<file path="config.mk">
export PLATFORM = sky130hd
export DESIGN_NAME = mmtimer
export DESIGN_NICKNAME = d
export VERILOG_FILES = /design/src/rtl/mmt_pkg.sv /design/src/rtl/mmt_sync.sv /design/src/rtl/mmt_core.sv /design/src/rtl/mmt_pinmux.sv /design/src/rtl/mmtimer.sv
export SDC_FILE = /design/constraint.sdc
export NUM_CORES = 1
export LEC_CHECK = 0
export BUFFER_PORTS_ARGS = -buffer_cell sky130_fd_sc_hd__buf_2
export CAP_MARGIN = 20
export CORE_MARGIN = 1
export CORE_UTILIZATION = 65
export CTS_CLUSTER_SIZE = 30
export DETAILED_ROUTE_END_ITERATION = 12
export GPL_TIMING_DRIVEN = 0
export PLACE_DENSITY = 0.86
export SLEW_MARGIN = 25
export SYNTH_ARGS = -nofsm -noshare
export SYNTH_HDL_FRONTEND = slang
export SYNTH_SLANG_ARGS = --single-unit
export TNS_END_PERCENT = 50
</file>
<file path="constraint.sdc">
create_clock -name clk -period 6 [get_ports clk]
set_clock_uncertainty 0.2 [all_clocks]
set_input_delay 0.9 -clock clk [delete_from_list [all_inputs] [get_ports clk]]
set_output_delay 0.9 -clock clk [all_outputs]
set_load 0.02 [all_outputs]
</file>
<file path="src/rtl/mmt_pkg.sv">
package mmt_pkg;
   localparam logic [2:0] M_GPIO   = 3'd0;
   localparam logic [2:0] M_PULSE  = 3'd1;
   localparam logic [2:0] M_TOGGLE = 3'd2;
   localparam logic [2:0] M_EVENT  = 3'd3;
   localparam logic [2:0] M_WIDTH  = 3'd4;
   localparam logic [2:0] M_PERIOD = 3'd5;

   localparam logic [2:0] A_CTRL = 3'd0;
   localparam logic [2:0] A_LOAD = 3'd1;
   localparam logic [2:0] A_CMP  = 3'd2;
   localparam logic [2:0] A_STAT = 3'd3;
   localparam logic [2:0] A_CNT  = 3'd4;
   localparam logic [2:0] A_CAP  = 3'd5;

   localparam int CTRL_W = 9;

   typedef struct packed {
      logic       gpio_val;
      logic       gpio_dir;
      logic       ovf_ie;
      logic       cmp_ie;
      logic       inv;
      logic       en;
      logic [2:0] mode;
   } ctrl_t;
endpackage

</file>
<file path="src/rtl/mmt_sync.sv">
module mmt_sync #(
   parameter int STAGES = 2
) (
   input  logic clk,
   input  logic rst_n,
   input  logic d,
   output logic q
);
   logic [STAGES-1:0] chain_q;

   generate
      if (STAGES < 2) begin : g_bad
         $error("mmt_sync: STAGES must be at least 2");
      end
      if (STAGES == 2) begin : g_two
         always_ff @(posedge clk or negedge rst_n) begin
            if (!rst_n) chain_q <= '0;
            else        chain_q <= {chain_q[0], d};
         end
      end else begin : g_many
         always_ff @(posedge clk or negedge rst_n) begin
            if (!rst_n) chain_q <= '0;
            else        chain_q <= {chain_q[STAGES-2:0], d};
         end
      end
   endgenerate

   assign q = chain_q[STAGES-1];
endmodule

</file>
<file path="src/rtl/mmt_core.sv">
module mmt_core
   import mmt_pkg::*;
#(
   parameter int CNT_W = 24
) (
   input  logic             clk,
   input  logic             rst_n,
   input  logic             start,
   input  logic             run,
   input  logic [2:0]       mode,
   input  logic             lvl,
   input  logic [CNT_W-1:0] load,
   input  logic [CNT_W-1:0] cmp,
   input  logic             clr_cmp,
   input  logic             clr_ovf,
   output logic [CNT_W-1:0] cnt_q,
   output logic [CNT_W-1:0] cap_q,
   output logic             flag_cmp_q,
   output logic             flag_ovf_q,
   output logic             out_q
);
   localparam logic [CNT_W-1:0] ONE = {{(CNT_W-1){1'b0}}, 1'b1};

   logic             lvl_d, armed_q;
   logic [CNT_W-1:0] cnt_n, cap_n;
   logic             arm_n, out_n, set_c, set_o;
   logic             rise, fall, evt, cnt_mode, match, full;

   assign rise     = lvl & ~lvl_d;
   assign fall     = ~lvl & lvl_d;
   assign cnt_mode = (mode == M_PULSE) || (mode == M_TOGGLE) || (mode == M_EVENT);
   assign evt      = (mode == M_EVENT) ? rise : 1'b1;
   assign match    = (cnt_q == cmp);
   assign full     = &cnt_q;

   always_comb begin
      cnt_n = cnt_q;
      cap_n = cap_q;
      arm_n = armed_q;
      out_n = out_q;
      set_c = 1'b0;
      set_o = 1'b0;
      if (start) begin
         cnt_n = load;
         arm_n = 1'b0;
         out_n = 1'b0;
      end else if (run) begin
         if (cnt_mode) begin
            if (evt) begin
               if (match) begin
                  cnt_n = load;
                  set_c = 1'b1;
                  out_n = (mode == M_TOGGLE) ? ~out_q : 1'b1;
               end else begin
                  cnt_n = cnt_q + ONE;
                  set_o = full;
                  if (mode == M_PULSE) out_n = 1'b0;
               end
            end
         end else if (mode == M_WIDTH) begin
            if (rise) begin
               cnt_n = load + ONE;
               arm_n = 1'b1;
            end else if (fall && armed_q) begin
               cap_n = cnt_q;
               set_c = 1'b1;
               cnt_n = load;
               arm_n = 1'b0;
            end else if (armed_q && lvl) begin
               cnt_n = cnt_q + ONE;
               set_o = full;
            end
         end else if (mode == M_PERIOD) begin
            if (rise) begin
               if (armed_q) begin
                  cap_n = cnt_q;
                  set_c = 1'b1;
               end
               cnt_n = load + ONE;
               arm_n = 1'b1;
            end else if (armed_q) begin
               cnt_n = cnt_q + ONE;
               set_o = full;
            end
         end
      end
   end

   always_ff @(posedge clk or negedge rst_n) begin
      if (!rst_n) begin
         cnt_q      <= '0;
         cap_q      <= '0;
         armed_q    <= 1'b0;
         out_q      <= 1'b0;
         lvl_d      <= 1'b0;
         flag_cmp_q <= 1'b0;
         flag_ovf_q <= 1'b0;
      end else begin
         cnt_q      <= cnt_n;
         cap_q      <= cap_n;
         armed_q    <= arm_n;
         out_q      <= out_n;
         lvl_d      <= lvl;
         flag_cmp_q <= (flag_cmp_q & ~clr_cmp) | set_c;
         flag_ovf_q <= (flag_ovf_q & ~clr_ovf) | set_o;
      end
   end

   assert_start_load_R1: assert property (@(posedge clk) disable iff (!rst_n)
      start |=> cnt_q == $past(load));
   assert_hold_when_off_R1: assert property (@(posedge clk) disable iff (!rst_n)
      (!run && !start) |=> cnt_q == $past(cnt_q));
   assert_reload_on_match_R3: assert property (@(posedge clk) disable iff (!rst_n)
      (run && !start && cnt_mode && evt && match) |=> (cnt_q == $past(load)) && flag_cmp_q);
   assert_wrap_sets_ovf_R2: assert property (@(posedge clk) disable iff (!rst_n)
      (run && !start && cnt_mode && evt && !match && full) |=> (cnt_q == '0) && flag_ovf_q);
   assert_width_capture_R5: assert property (@(posedge clk) disable iff (!rst_n)
      (run && !start && mode == M_WIDTH && armed_q && fall) |=> (cap_q == $past(cnt_q)) && flag_cmp_q);
endmodule

</file>
<file path="src/rtl/mmt_pinmux.sv">
module mmt_pinmux
   import mmt_pkg::*;
(
   input  ctrl_t ctrl,
   input  logic  out_q,
   output logic  pin_out,
   output logic  pin_oe
);
   logic gpio_like;
   assign gpio_like = (ctrl.mode == M_GPIO) || (ctrl.mode > M_PERIOD);

   always_comb begin
      pin_out = 1'b0;
      pin_oe  = 1'b0;
      if (gpio_like) begin
         pin_oe  = ctrl.gpio_dir;
         pin_out = ctrl.gpio_val ^ ctrl.inv;
      end else if (ctrl.en && (ctrl.mode == M_PULSE || ctrl.mode == M_TOGGLE)) begin
         pin_oe  = 1'b1;
         pin_out = out_q ^ ctrl.inv;
      end
   end
endmodule

</file>
<file path="src/rtl/mmtimer.sv">
module mmtimer
   import mmt_pkg::*;
#(
   parameter int CNT_W       = 24,
   parameter int SYNC_STAGES = 2,
   parameter int ADDR_W      = 3
) (
   input  logic              clk,
   input  logic              rst_n,
   input  logic              wr_en,
   input  logic [ADDR_W-1:0] wr_addr,
   input  logic [CNT_W-1:0]  wr_data,
   input  logic [ADDR_W-1:0] rd_addr,
   output logic [CNT_W-1:0]  rd_data,
   input  logic              pin_in,
   output logic              pin_out,
   output logic              pin_oe,
   output logic              irq_cmp,
   output logic              irq_ovf
);
   localparam int STAT_PAD = CNT_W - 3;

   generate
      if (CNT_W < CTRL_W) begin : g_bad_w
         $error("mmtimer: CNT_W must hold the control fields");
      end
      if (ADDR_W != 3) begin : g_bad_a
         $error("mmtimer: ADDR_W must be 3");
      end
   endgenerate

   ctrl_t            ctrl_q;
   logic [CNT_W-1:0] load_q, cmp_q, cnt, cap;
   logic             wr_ctrl, start, clr_c, clr_o;
   logic             pin_s, lvl, flag_c, flag_o, out_q;

   assign wr_ctrl = wr_en && (wr_addr == A_CTRL);
   assign start   = wr_ctrl && wr_data[3] && !ctrl_q.en;
   assign clr_c   = wr_en && (wr_addr == A_STAT) && wr_data[0];
   assign clr_o   = wr_en && (wr_addr == A_STAT) && wr_data[1];

   always_ff @(posedge clk or negedge rst_n) begin
      if (!rst_n) begin
         ctrl_q <= '0;
         load_q <= '0;
         cmp_q  <= '0;
      end else if (wr_en) begin
         case (wr_addr)
            A_CTRL:  ctrl_q <= ctrl_t'(wr_data[CTRL_W-1:0]);
            A_LOAD:  load_q <= wr_data;
            A_CMP:   cmp_q  <= wr_data;
            default: ;
         endcase
      end
   end

   mmt_sync #(.STAGES(SYNC_STAGES)) u_sync (
      .clk(clk), .rst_n(rst_n), .d(pin_in), .q(pin_s));

   assign lvl = pin_s ^ ctrl_q.inv;

   mmt_core #(.CNT_W(CNT_W)) u_core (
      .clk(clk), .rst_n(rst_n), .start(start), .run(ctrl_q.en),
      .mode(ctrl_q.mode), .lvl(lvl), .load(load_q), .cmp(cmp_q),
      .clr_cmp(clr_c), .clr_ovf(clr_o), .cnt_q(cnt), .cap_q(cap),
      .flag_cmp_q(flag_c), .flag_ovf_q(flag_o), .out_q(out_q));

   mmt_pinmux u_pin (
      .ctrl(ctrl_q), .out_q(out_q), .pin_out(pin_out), .pin_oe(pin_oe));

   assign irq_cmp = flag_c & ctrl_q.cmp_ie;
   assign irq_ovf = flag_o & ctrl_q.ovf_ie;

   always_comb begin
      case (rd_addr)
         A_CTRL:  rd_data = {{(CNT_W-CTRL_W){1'b0}}, ctrl_q};
         A_LOAD:  rd_data = load_q;
         A_CMP:   rd_data = cmp_q;
         A_STAT:  rd_data = {{STAT_PAD{1'b0}}, lvl, flag_o, flag_c};
         A_CNT:   rd_data = cnt;
         A_CAP:   rd_data = cap;
         default: rd_data = '0;
      endcase
   end

   assert_tristate_off_R9: assert property (@(posedge clk) disable iff (!rst_n)
      ((ctrl_q.mode >= M_PULSE) && (ctrl_q.mode <= M_PERIOD) && !ctrl_q.en) |-> !pin_oe);
   assert_input_modes_R9: assert property (@(posedge clk) disable iff (!rst_n)
      ((ctrl_q.mode == M_EVENT) || (ctrl_q.mode == M_WIDTH) || (ctrl_q.mode == M_PERIOD)) |-> !pin_oe);
   assert_w1c_R10: assert property (@(posedge clk) disable iff (!rst_n)
      (clr_c && !flag_c) |=> !flag_c || $past(ctrl_q.en));
endmodule

</file>
==> results.yml, run 1 <==
clocking:
  cts_tree: "built"
  post-cts-setup-buffers: 0
  cts.clk_slew.worst_paths_ns: 0.08
  cts_hold_buf: 0
  htree_levels: 3
  cts.sinks: 112
  cts.path.max_buffers: 2
  insertion_delay_ns: 0.36
  cts.repair.resized: 0
  cts_root_buffer: "clkbuf_16"
  cts_buffers: 9
timing:
  finalSetupTns_ns: 0
  relSlewSlack_pct: 26.9
  min_period_ns: 4.30
  worst_pin_slew_ns: 1.09
  rsz0062_at_grt: "no"
  slew_violations: 0
  finalSetupViolations: 0
  fmax_mhz: 233
  hold_violations: 0
  period_share_pct: 71.6
worst_hold_path:
  hp-class: "register to register"
die:
  dieArea_mm2: 0.0120
  coreArea_mm2: 0.0111
  die_h_um: 110
  num_rows: 38
  dieWidth_um: 110
  start_util_pct: 68.1
  ios: 62
routing:
  wl_met2_um: 11500
  drtIter0Drc: 1085
  wl_met1_um: 9780
  dr.pass1.iters: 6
  wl_met3_um: 3300
  wl_per_cell_um: 25.1
  drt-total-wl_um: 25700
  via_per_inst: 7.10
  top_layer_used: "met4"
  postRouteAntennaNets: 0
  drc_errors: 0
  vias: 7256
placed_design:
  dpl.hpwl_um: 18400
  portBuffers: 59
  dp.cells: 1006
  gp_congestion: 1.03
final_layout:
  nets: 913
  final_cells: 1022
  nFillCells: 763
  multi_input_area_mm2: 0.00439
  n_antenna_cell: 0
  regArea_mm2: 0.00280
  fin_util_pct: 75.6
  drive_above_1_share_pct: 25.9
  area_delta_synth_final_pct: 11.1
logic_synthesis:
  ys_warn_count: 0
  synth-adder-area-share_pct: 0.332
  synth_area_leaders: "dfrtp_1 37%, mux2_2 14%, nand2_1 3.9%"
  synth_xor_area_share_pct: 5.48
  synth_flop_cell: "dfrtp_1"
  yosysMostFrequentCell: "dfrtp_1"
  synthesis.nets: 842
  synth_commonest_cells: "112 x dfrtp_1, 94 x mux2_2, 79 x nand2_1"
  syn_avg_cell_area_um2: 9.35
  mappedNetlistArea_mm2: 0.00754
  synth-simple-area-share_pct: 17.4
  ys_seq_area_share_pct: 37.2
  synthArstFlopShare_pct: 100
  synthMuxAreaShare_pct: 16.8
  ys_seq_elements: 112
  yosysTopAreaCellShare_pct: 37.2
  synth_edf_count: 0
  yosysTopAreaCell: "dfrtp_1"
  synthCells: 806
  synth_top_family_by_area: "compound AO/OA/AOI/OAI gates"
  synth_compound_area_share_pct: 18.0
  synth_cell_types: 74
global_route:
  overflow: 0
  antenna_found_initial: 0
  grt_pass1_vias: 7055
  grt_max_degree: 58
  grt.total_usage_pct: 44.7
  grt_pass1_wl_um: 38800
setup_path:
  crit_arrival_ns: 3.20
  reg2reg_slack_ns: 2.76
  required_ns: 4.90
  crit_type: "input pin to output pin"
  start_kind: "input pin"
  cp-end-kind: "output pin"
  cp_max_fo: 10
pwr:
  p_per_area_mw_per_mm2: 395
  p_leak_nw: 3.62
  peakVddDrop_uv: 347
run_status:
  status: "completed"
flow_run:
  maxCapViolCount: 0
[cell usage in the layout, fill, tap and decap left out, types with 4 or more instances in the layout]
cell type,count
o22ai_1,12
mux4_2,4
nor4_2,6
a222oi_1,6
nand2b_1,10
clkbuf_1,39
a221o_1,5
mux2_2,94
nand4_1,9
xnor2_1,11
buf_2,84
o21ai_0,53
nor2_1,48
o21ai_1,14
xor2_1,33
nand2_1,79
a211oi_1,5
and2_1,4
a21oi_1,35
a22oi_1,22
mux2i_1,12
dfrtp_1,112
nor2b_1,7
and4_1,5
inv_1,11
clkbuf_16,9
a31oi_1,10
nor4_1,8
a21o_1,10
nor3_1,16
o211ai_1,5
o31ai_1,4
and3_1,14
nand3_1,16
[logic make-up after synthesis]
kind of cell	Yosys count
AO/OA/AOI/OAI	208
buffers and inverters	83
flip-flops	112
AND/OR/NAND/NOR	246
adder cells (fa/ha/maj)	2
XOR/XNOR	45
multiplexers	110
[metrics by stage]
stage | hold WS [ns] | power [mW] | cell area [um^2] | setup slack [ns]
floorplan | 0.131 | 2.13 | 7540 | 2.49
global placement | 0.134 | 2.52 | 8010 | 1.95
detailed placement | 0.150 | 2.58 | 8050 | 1.85
CTS | 0.167 | 3.23 | 8370 | 1.82
global route | 0.174 | 3.44 | 8370 | 1.56
finish | 0.168 | 3.31 | 8370 | 1.70
[per-layer routing]
layer | global-route usage (%) | vias up
met5 | 0 | -
met4 | 23.8 | 0
met3 | 13.5 | 106
met2 | 68.1 | 555
met1 | 57.2 | 3496
li1 | - | 3099
[path summary, 6_finish.rpt]
check / to / cells past startpoint / from
max: rd_data[22] / 7 / rd_addr[0]
min: u_sync.chain_q[1]$_DFF_PN0_ / 0 / u_sync.chain_q[0]$_DFF_PN0_
max reg2reg: u_core.cnt_q[1]$_DFFE_PN0P_ / 8 / u_core.cnt_q[15]$_DFFE_PN0P_
min reg2reg: u_sync.chain_q[1]$_DFF_PN0_ / 0 / u_sync.chain_q[0]$_DFF_PN0_
max in group asynchronous: u_core.cnt_q[7]$_DFFE_PN0P_ / 2 / rst_n
min in group asynchronous: cmp_q[1]$_DFFE_PN0P_ / 1 / rst_n
[sequential cells by signal, indices dropped and copies added (netlist names)]
register,cells
cmp_q,24
ctrl_q,9
load_q,24
u_core.armed_q,1
u_core.cap_q,24
u_core.cnt_q,24
u_core.flag_cmp_q,1
u_core.flag_ovf_q,1
u_core.lvl_d,1
u_core.out_q,1
u_sync.chain_q,2
[critical path, cell delays in order]
cell and delay, ns:
clkbuf_1 0.28, clkbuf_1 0.71, buf_1 0.63, o21ai_0 0.20, a22oi_1 0.18, o21ai_0 0.09
buf_2 0.19
[report_power, final]
group	internal [mW]	switching [mW]	total, mW
Clock	0.343	0.305	0.648
Sequential	0.944	0.205	1.15
Combinational	0.574	0.935	1.51
[layout make-up]
class,count,area share [%]
flip-flops and latches,112,33.5
clock buffers,10,2.85
clock inverters,6,0.912
multi-input cells,611,52.5
plain buffers,71,3.71
repair buffers,60,3.93
well taps,140,2.09
inverters,12,0.568
Note: power is estimated with default switching activity, not from simulation.
==> inputs of run 2 (changes only) <==
--- a/config.mk
+++ b/config.mk
@@ -8,11 +8,11 @@
 export BUFFER_PORTS_ARGS = -buffer_cell sky130_fd_sc_hd__buf_2
 export CAP_MARGIN = 20
 export CORE_MARGIN = 1
-export CORE_UTILIZATION = 65
+export CORE_UTILIZATION = 61
 export CTS_CLUSTER_SIZE = 30
 export DETAILED_ROUTE_END_ITERATION = 12
 export GPL_TIMING_DRIVEN = 0
-export PLACE_DENSITY = 0.86
+export PLACE_DENSITY = 0.81
 export SLEW_MARGIN = 25
 export SYNTH_ARGS = -nofsm -noshare
 export SYNTH_HDL_FRONTEND = slang
==> constraint.sdc (replaced) <==
create_clock -name clk -period 4.5 [get_ports clk]
set_clock_uncertainty 0.2 [all_clocks]
set_input_delay 0.675 -clock clk [delete_from_list [all_inputs] [get_ports clk]]
set_output_delay 0.675 -clock clk [all_outputs]
set_load 0.02 [all_outputs]
==> run 2 against run 1 <==
Global-route usage shrank 4.0 points. Via count is 2.1% lower. Worst hold slack got worse by 0.13 ns. Worst setup slack lost 0.93 ns. Register-to-register slack got worse by 1.5 ns. Sequential power is 33% higher. Power grew 30%. Sequential cell count unchanged. Critical path type unchanged. Largest power group unchanged.
==> results.yml, run 2 (synthesis results as in run 1) <==
run_status:
  status: "completed"
clocking:
  cts.path.max_buffers: 2
  post-cts-setup-buffers: 0
  cts.sinks: 112
  cts.clk_slew.worst_paths_ns: 0.07
  insertion_delay_ns: 0.37
  cts.repair.resized: 0
  cts_buffers: 9
  htree_levels: 3
  cts_hold_buf: 0
  cts_tree: "built"
  cts_root_buffer: "clkbuf_16"
setup_path:
  r2r_cells: 8
  reg2reg_slack_ns: 1.23
  r2r-end: "u_core.cnt_q[1]$_DFFE_PN0P_"
  max_stage_delay_ns: 0.67
  required_ns: 3.62
  cp_max_fo: 10
  cp_slowest_cell: "clkbuf_1"
  timing.rr.start: "u_core.cnt_q[15]$_DFFE_PN0P_"
  crit_family: "buffers and inverters"
  start_kind: "input pin"
  cp-end-kind: "output pin"
  crit_type: "input pin to output pin"
  path_buf_inv: 4
  crit_arrival_ns: 2.85
  crit_chain: "clkbuf_1 -> clkbuf_1 -> buf_1 -> o21ai_0 -> a22oi_1 -> o21ai_0 -> buf_2"
routing:
  drt-total-wl_um: 25100
  dr.pass1.iters: 8
  drc_errors: 0
  via_per_inst: 6.91
  vias: 7106
  drtIter0Drc: 806
  postRouteAntennaNets: 0
  wl_per_cell_um: 24.4
pwr:
  p_per_area_mw_per_mm2: 515
  p_leak_nw: 3.59
  peakVddDrop_uv: 395
final_layout:
  final_cell_area_mm2: 0.00834
  nets: 913
  final_common_cell: "dfrtp_1"
  fin_util_pct: 69.4
  drive_above_1_share_pct: 25.6
  final_cell_mix: "112 x dfrtp_1, 94 x mux2_2, 84 x buf_2, 79 x nand2_1, 53 x o21ai_0"
  final_cells: 1029
  area_delta_synth_final_pct: 10.6
  n_antenna_cell: 0
timing:
  finalSetupViolations: 0
  slew_violations: 0
  setup_slack_ns: 0.774
  relSlewSlack_pct: 29.5
  fmax_mhz: 268
  period_share_pct: 82.8
  finalSetupTns_ns: 0
  min_period_ns: 3.73
  hold_violations: 0
  rsz0062_at_grt: "no"
  worst_pin_slew_ns: 1.06
die:
  dieArea_mm2: 0.0128
  start_util_pct: 62.8
  ios: 62
  coreArea_mm2: 0.0120
  num_rows: 40
  die_h_um: 113
  dieWidth_um: 113
placed_design:
  dpl.hpwl_um: 18500
  dp.cells: 1013
  place_area_mm2: 0.00806
  portBuffers: 59
  place_ws_ns: 0.829
  gp_congestion: 0.980
worst_hold_path:
  hp-class: "input pin to asynchronous set/reset pin"
global_route:
  antenna_found_initial: 0
  grt.total_usage_pct: 40.7
  grt_pass1_wl_um: 38900
  grt_max_degree: 63
  grt_pass1_vias: 6906
  overflow: 0
flow_run:
  maxCapViolCount: 0
## run 2: area by class of cell
class	instances	area (um^2)
Clock buffer	10	229
Sequential cell	112	2800
Inverter	12	47.5
Clock inverter	6	52.6
Timing Repair Buffer	60	329
Buffer	71	310
Multi-Input combinational cell	611	4390
Fill cell	960	3670
Tap cell	147	184
## run 2: how the worst max path moves through the flow
stage | depth (start not counted) | to | start | slack [ns]
floorplan | 5 | rd_data[15] | rd_addr[2] | 1.44
global placement | 7 | rd_data[22] | rd_addr[0] | 0.87
detailed placement | 7 | rd_data[22] | rd_addr[0] | 0.83
CTS | 7 | rd_data[22] | rd_addr[0] | 0.81
global route | 7 | rd_data[22] | rd_addr[0] | 0.62
finish | 7 | rd_data[22] | rd_addr[0] | 0.77
## run 2: through the flow
stage          hold slack (ns)  total power, mW
6_report                0.0423             4.29
5_1_grt                 0.0904             4.50
4_1_cts                 0.0679             4.23
3_5_place_dp             0.167             3.44
3_3_place_gp             0.133             3.37
2_1_floorplan            0.131             2.84
## run 2: routing by layer
metal / up-vias / wire length (um) / track usage [%]
li1: 3102 / - / -
met1: 3480 / 10300 / 55.0
met2: 456 / 11200 / 61.4
met3: 68 / 2670 / 9.59
met4: 0 / 1000 / 20.2
met5: - / 0 / 0
## run 2: power by group
| part | switching (mW) | internal [mW] | total [mW] |
|---|---|---|---|
| combinational | 1.22 | 0.763 | 1.98 |
| sequential | 0.269 | 1.26 | 1.53 |
| clock | 0.399 | 0.386 | 0.785 |
